## config.mk

```make
export PLATFORM = sky130hd
export DESIGN_NAME = smi_ctl_reg
export DESIGN_NICKNAME = d
export VERILOG_FILES = /design/src/rtl/smi_pkg.sv /design/src/rtl/smi_sticky_bit.sv /design/src/rtl/smi_mask_reg.sv /design/src/rtl/smi_req_gen.sv /design/src/rtl/smi_ctl_reg.sv
export SDC_FILE = /design/constraint.sdc
export NUM_CORES = 1
export LEC_CHECK = 0
export ABC_AREA = 1
export CAP_MARGIN = 40
export CORE_UTILIZATION = 28
export CTS_CLUSTER_SIZE = 10
export DETAILED_ROUTE_END_ITERATION = 10
export PLACE_DENSITY = 0.86
export SETUP_SLACK_MARGIN = 0.3
export SLEW_MARGIN = 20
export SYNTH_ARGS = -nofsm -noshare
export SYNTH_HDL_FRONTEND = slang
export SYNTH_HIERARCHICAL = 1
export SYNTH_SLANG_ARGS = --single-unit
```

## constraint.sdc

```tcl
create_clock -name clk -period 1.2 [get_ports clk]
set_input_delay 0.12 -clock clk [delete_from_list [all_inputs] [get_ports clk]]
set_output_delay 0.12 -clock clk [all_outputs]
set_load 0.005 [all_outputs]
```

## src/rtl/smi_pkg.sv

```systemverilog
package smi_pkg;
    localparam int REG_W    = 64;
    localparam int NSRC     = 5;
    localparam int NSTICKY  = 4;
    localparam int MASK_LSB = 0;
    localparam int STAT_LSB = 16;
    localparam int EXT_POS  = STAT_LSB + NSTICKY;

    typedef enum int unsigned {
        SRC_ERR = 0,
        SRC_DBG = 1,
        SRC_CNT = 2,
        SRC_LVL = 3,
        SRC_EXT = 4
    } src_e;

    // class membership per source index
    localparam logic [NSRC-1:0] ASYNC_CLASS = 5'b10011;
    localparam logic [NSRC-1:0] SYNC_CLASS  = 5'b01100;
    localparam logic [NSRC-1:0] MASK_RESET  = '1;
endpackage

```

## src/rtl/smi_sticky_bit.sv

```systemverilog
module smi_sticky_bit (
    input  logic clk,
    input  logic rst_n,
    input  logic set_i,
    input  logic clr_i,
    output logic q_o
);
    always_ff @(posedge clk) begin
        if (!rst_n)     q_o <= 1'b0;
        else if (set_i) q_o <= 1'b1;   // event has priority over clear
        else if (clr_i) q_o <= 1'b0;
    end
endmodule

```

## src/rtl/smi_mask_reg.sv

```systemverilog
module smi_mask_reg
    import smi_pkg::*;
(
    input  logic            clk,
    input  logic            rst_n,
    input  logic            wr_i,
    input  logic [NSRC-1:0] wmask_i,
    output logic [NSRC-1:0] mask_o
);
    always_ff @(posedge clk) begin
        if (!rst_n)    mask_o <= MASK_RESET;
        else if (wr_i) mask_o <= wmask_i;
    end
endmodule

```

## src/rtl/smi_req_gen.sv

```systemverilog
module smi_req_gen
    import smi_pkg::*;
(
    input  logic [NSRC-1:0] stat_i,
    input  logic [NSRC-1:0] mask_i,
    output logic            asmi_o,
    output logic            ssmi_o
);
    always_comb begin
        asmi_o = |(stat_i & ~mask_i & ASYNC_CLASS);
        ssmi_o = |(stat_i & SYNC_CLASS);
    end
endmodule

```

## src/rtl/smi_ctl_reg.sv

```systemverilog
module smi_ctl_reg
    import smi_pkg::*;
#(
    parameter int N_ERR_LINES = 4
) (
    input  logic                   clk,
    input  logic                   rst_n,
    input  logic                   reg_rd,
    input  logic                   reg_wr,
    input  logic [REG_W-1:0]       reg_wdata,
    output logic [REG_W-1:0]       reg_rdata,
    input  logic [N_ERR_LINES-1:0] err_lines,
    input  logic                   dbg_evt,
    input  logic                   cnt_wr_evt,
    input  logic                   lvl_rd_evt,
    input  logic                   pkt_valid,
    input  logic                   pkt_smi,
    output logic                   asmi_req,
    output logic                   ssmi_req
);
    logic [NSRC-1:0]    mask_q;
    logic [NSTICKY-1:0] stat_q;
    logic [NSTICKY-1:0] ev_vec;
    logic               ext_q;
    logic [REG_W-1:0]   img;

    always_comb begin
        ev_vec          = '0;
        ev_vec[SRC_ERR] = |err_lines;
        ev_vec[SRC_DBG] = dbg_evt;
        ev_vec[SRC_CNT] = cnt_wr_evt;
        ev_vec[SRC_LVL] = lvl_rd_evt;
    end

    smi_mask_reg u_mask (
        .clk    (clk),
        .rst_n  (rst_n),
        .wr_i   (reg_wr),
        .wmask_i(reg_wdata[MASK_LSB +: NSRC]),
        .mask_o (mask_q)
    );

    for (genvar g = 0; g < NSTICKY; g++) begin : g_sticky
        smi_sticky_bit u_bit (
            .clk  (clk),
            .rst_n(rst_n),
            .set_i(ev_vec[g] & ~mask_q[g]),
            .clr_i(reg_wr & reg_wdata[STAT_LSB + g]),
            .q_o  (stat_q[g])
        );
    end

    // live copy of the last packet flag, not software writable
    always_ff @(posedge clk) begin
        if (!rst_n)         ext_q <= 1'b0;
        else if (pkt_valid) ext_q <= pkt_smi;
    end

    always_comb begin
        img                          = '0;
        img[MASK_LSB +: NSRC]        = mask_q;
        img[STAT_LSB +: NSTICKY]     = stat_q;
        img[EXT_POS]                 = ext_q;
    end

    always_ff @(posedge clk) begin
        if (!rst_n)      reg_rdata <= '0;
        else if (reg_rd) reg_rdata <= img;
        else             reg_rdata <= '0;
    end

    smi_req_gen u_req (
        .stat_i({ext_q, stat_q}),
        .mask_i(mask_q),
        .asmi_o(asmi_req),
        .ssmi_o(ssmi_req)
    );
endmodule

```

==> results of run 1 <==
## worst paths after layout
path,endpoint,start,slack (ns),cells past startpoint
worst max-delay path,ssmi_req,g_sticky[2].u_bit/q_o,0.17,2
worst min-delay path,u_mask/mask_o[2],reg_wdata[2],0.43,3
worst max register to register,g_sticky[0].u_bit/q_o,u_mask/mask_o[0],0.37,4
worst min register to register,reg_rdata[3],u_mask/mask_o[3],0.44,2
## metal layers
metal  vias to the layer above  GRT usage  part of all wire
met1                       355     0.0646              0.35
met3                         4     0.0154             0.094
met5                         -          0                 0
li1                        440          -                 -
met2                        55      0.163              0.54
met4                         0     0.0479             0.017
## flip-flops by register name, indices dropped and copies added, names as in the netlist
signal / flops
reg_rdata: 10
u_mask/mask_o: 5
g_sticky.u_bit/q_o: 4
ext_q: 1
## logic make-up after synthesis
logic type | count (synthesis)
buffers and inverters | 88
AND/OR/NAND/NOR | 46
flip-flops | 20
AO/OA/AOI/OAI | 6
other | 1
## metrics by stage
| step | util | total power [W] |
|---|---|---|
| global placement | 0.344 | 0.000971 |
| CTS | 0.365 | 0.00148 |
| global route | 0.357 | 0.00154 |
| floorplan | - | 0.000967 |
| finish | 0.357 | 0.00147 |
| detailed placement | 0.344 | 0.000977 |
## timing repair
item,in CTS,in global routing
gates resized for setup,36,10
gates cloned,0,0
hold endpoints to repair,0,0
endpoints found under the setup margin,12,11
buffers inserted,4,0
pin swaps,1,0
## layout by cell type (no fill, tap or decap), drive strengths merged
cell type	count
nor2	17
o21ai	1
dfxtp	20
nand3	6
a21oi	5
conb	54
clkdlybuf4s15	2
clkbuf	11
nand2	22
inv	34
or2	1
clkdlybuf4s50	21
buf	10
## worst min-delay path: cells and delay by family
| family | cells | cell delay (ns) |
|---|---|---|
| buf+inv | 1 | 0.39 |
| simple gates | 2 | 0.11 |
## where the power goes
part	internal [W]	switching [W]	total (W)
clock	0.000292	0.000209	0.000500
sequential	0.000702	0.0000176	0.000720
combinational	0.000122	0.000123	0.000246
## layout make-up
class                   instances  area [um2]
clock buffers                   4        55.1
fillers                       451        2570
inverters                      34         128
multi-input cells             106         435
flip-flops and latches         20         409
well taps                      50        62.6
repair buffers                 40         337
==> flow_summary.ini, run 1 <==
[final_layout]
n_antenna_cell = 0
nets = 282
fin_area_mm2 = 0.00143
instances_no_fill = 254
area.growth.synth_to_final_pct = 22.2
drive_gt1_frac = 0.172

[routing]
drcViolationCount = 0
wirelength_mm = 1.89
vias = 854
wire_per_inst_um = 7.43
drt-initial-drc-count = 67
avgViaCountPerCell = 3.36
drtPass1Iterations = 4
drt.antenna.violating_nets = 0

[worst_setup_path]
critPathTopFamily = flip-flops
setup.worst_path.start_class = register
arrival_ns = 0.91
critPathMaxStageDelay_ns = 0.32
critical_path_class = register to output pin
end_kind = output pin
crit_buf_inv = 1
worstPathRequired_ns = 1.08
timing.critical_path.cells = or2_1 > buf_2
crit_slowest_cell = dfxtp_2
timing.critical_path.fanout_max = 2

[yosys]
netlist.area_leader.share = 0.347
yosys.area_share.simple = 0.159
synth_cell_types = 13
synth_edf_count = 0
ys_top_cells_by_count = 54 x buf_4, 33 x inv_1, 21 x nand2_1, 20 x dfxtp_1, 17 x nor2_1
yosysMostFrequentCell = buf_4
async_reset_ff_frac = 0
synth_compound_area_frac = 0.0386
netlist_top_cells_area = buf_4 35%, dfxtp_1 34%, inv_1 11%
synthAdderAreaFrac = 0
ys_ff_latch = 20
yosys_warnings = 6
postSynthCellCount = 161
synth_xor_area_frac = 0
yosysTopAreaCell = buf_4
yosys_most_used_dff = dfxtp_1
synth-seq-area-share = 0.343
muxShareOfSynthArea = 0
synth_top_family_by_area = buffers and inverters
syn_area_per_cell_um2 = 7.25
syn_area_mm2 = 0.00117

[run_status]
status = complete, no violations

[timing]
final_hold_viol_count = 0
fin_worst_hold_slack_ns = 0.426
fmax_mhz = 972
post-route-min-period_ns = 1.03
setup_slack_ns = 0.172
maxSlewViolCount = 0
fin_crit_sh = 0.857
worst_clock_skew_ns = 0.00144
rsz0062_at_grt = yes
setup_viol = 0
tns_ns = 0

[clocking]
htreeDepth = 1
cts_buffers = 3
root_buffer = clkbuf_8
cts_buffer_depth = 2
cts.sinks = 20
path_clk_slew_ns = 0.07
cts_tree = yes
clk_latency_ns = 0.25
cts_hold_buffers = 0

[grt]
grt.overflow.total = 0
grt_pass1_vias = 668
grt_use_total = 0.0782
grt_max_degree = 12
grt_first_pass_wirelength_mm = 2.58
antenna_found_initial = 0

[floorplan]
dieArea_mm2 = 0.00443
io_pins = 143
die_w_um = 66.6
fp.dieH_um = 66.6
fp-row-count = 23
core_mm2 = 0.00400
initial_utilization = 0.292

[placed_design]
dpl_cell_area_mm2 = 0.00138
hpwl_mm = 1.44
place_congestion = 0.749
port_buffers = 33
dp_slack_ns = 0.0824
placed_cells = 246

[power]
power.density_mw_per_mm2 = 1030
leakage_nw = 0.817
peakVddDrop_mv = 0.289

[run]
drv_cap = 0

[hold_path]
min_path_type = input pin to register
Power figures use the tool's default switching activity.
==> inputs of run 2 (changes only) <==
--- a/config.mk
+++ b/config.mk
@@ -12,6 +12,7 @@
 export DETAILED_ROUTE_END_ITERATION = 10
 export PLACE_DENSITY = 0.86
 export SETUP_SLACK_MARGIN = 0.3
+export SKIP_LAST_GASP = 1
 export SLEW_MARGIN = 20
 export SYNTH_ARGS = -nofsm -noshare
 export SYNTH_HDL_FRONTEND = slang
==> results of run 2 <==
Final layout, timing and power as in run 1 (identical DEF).
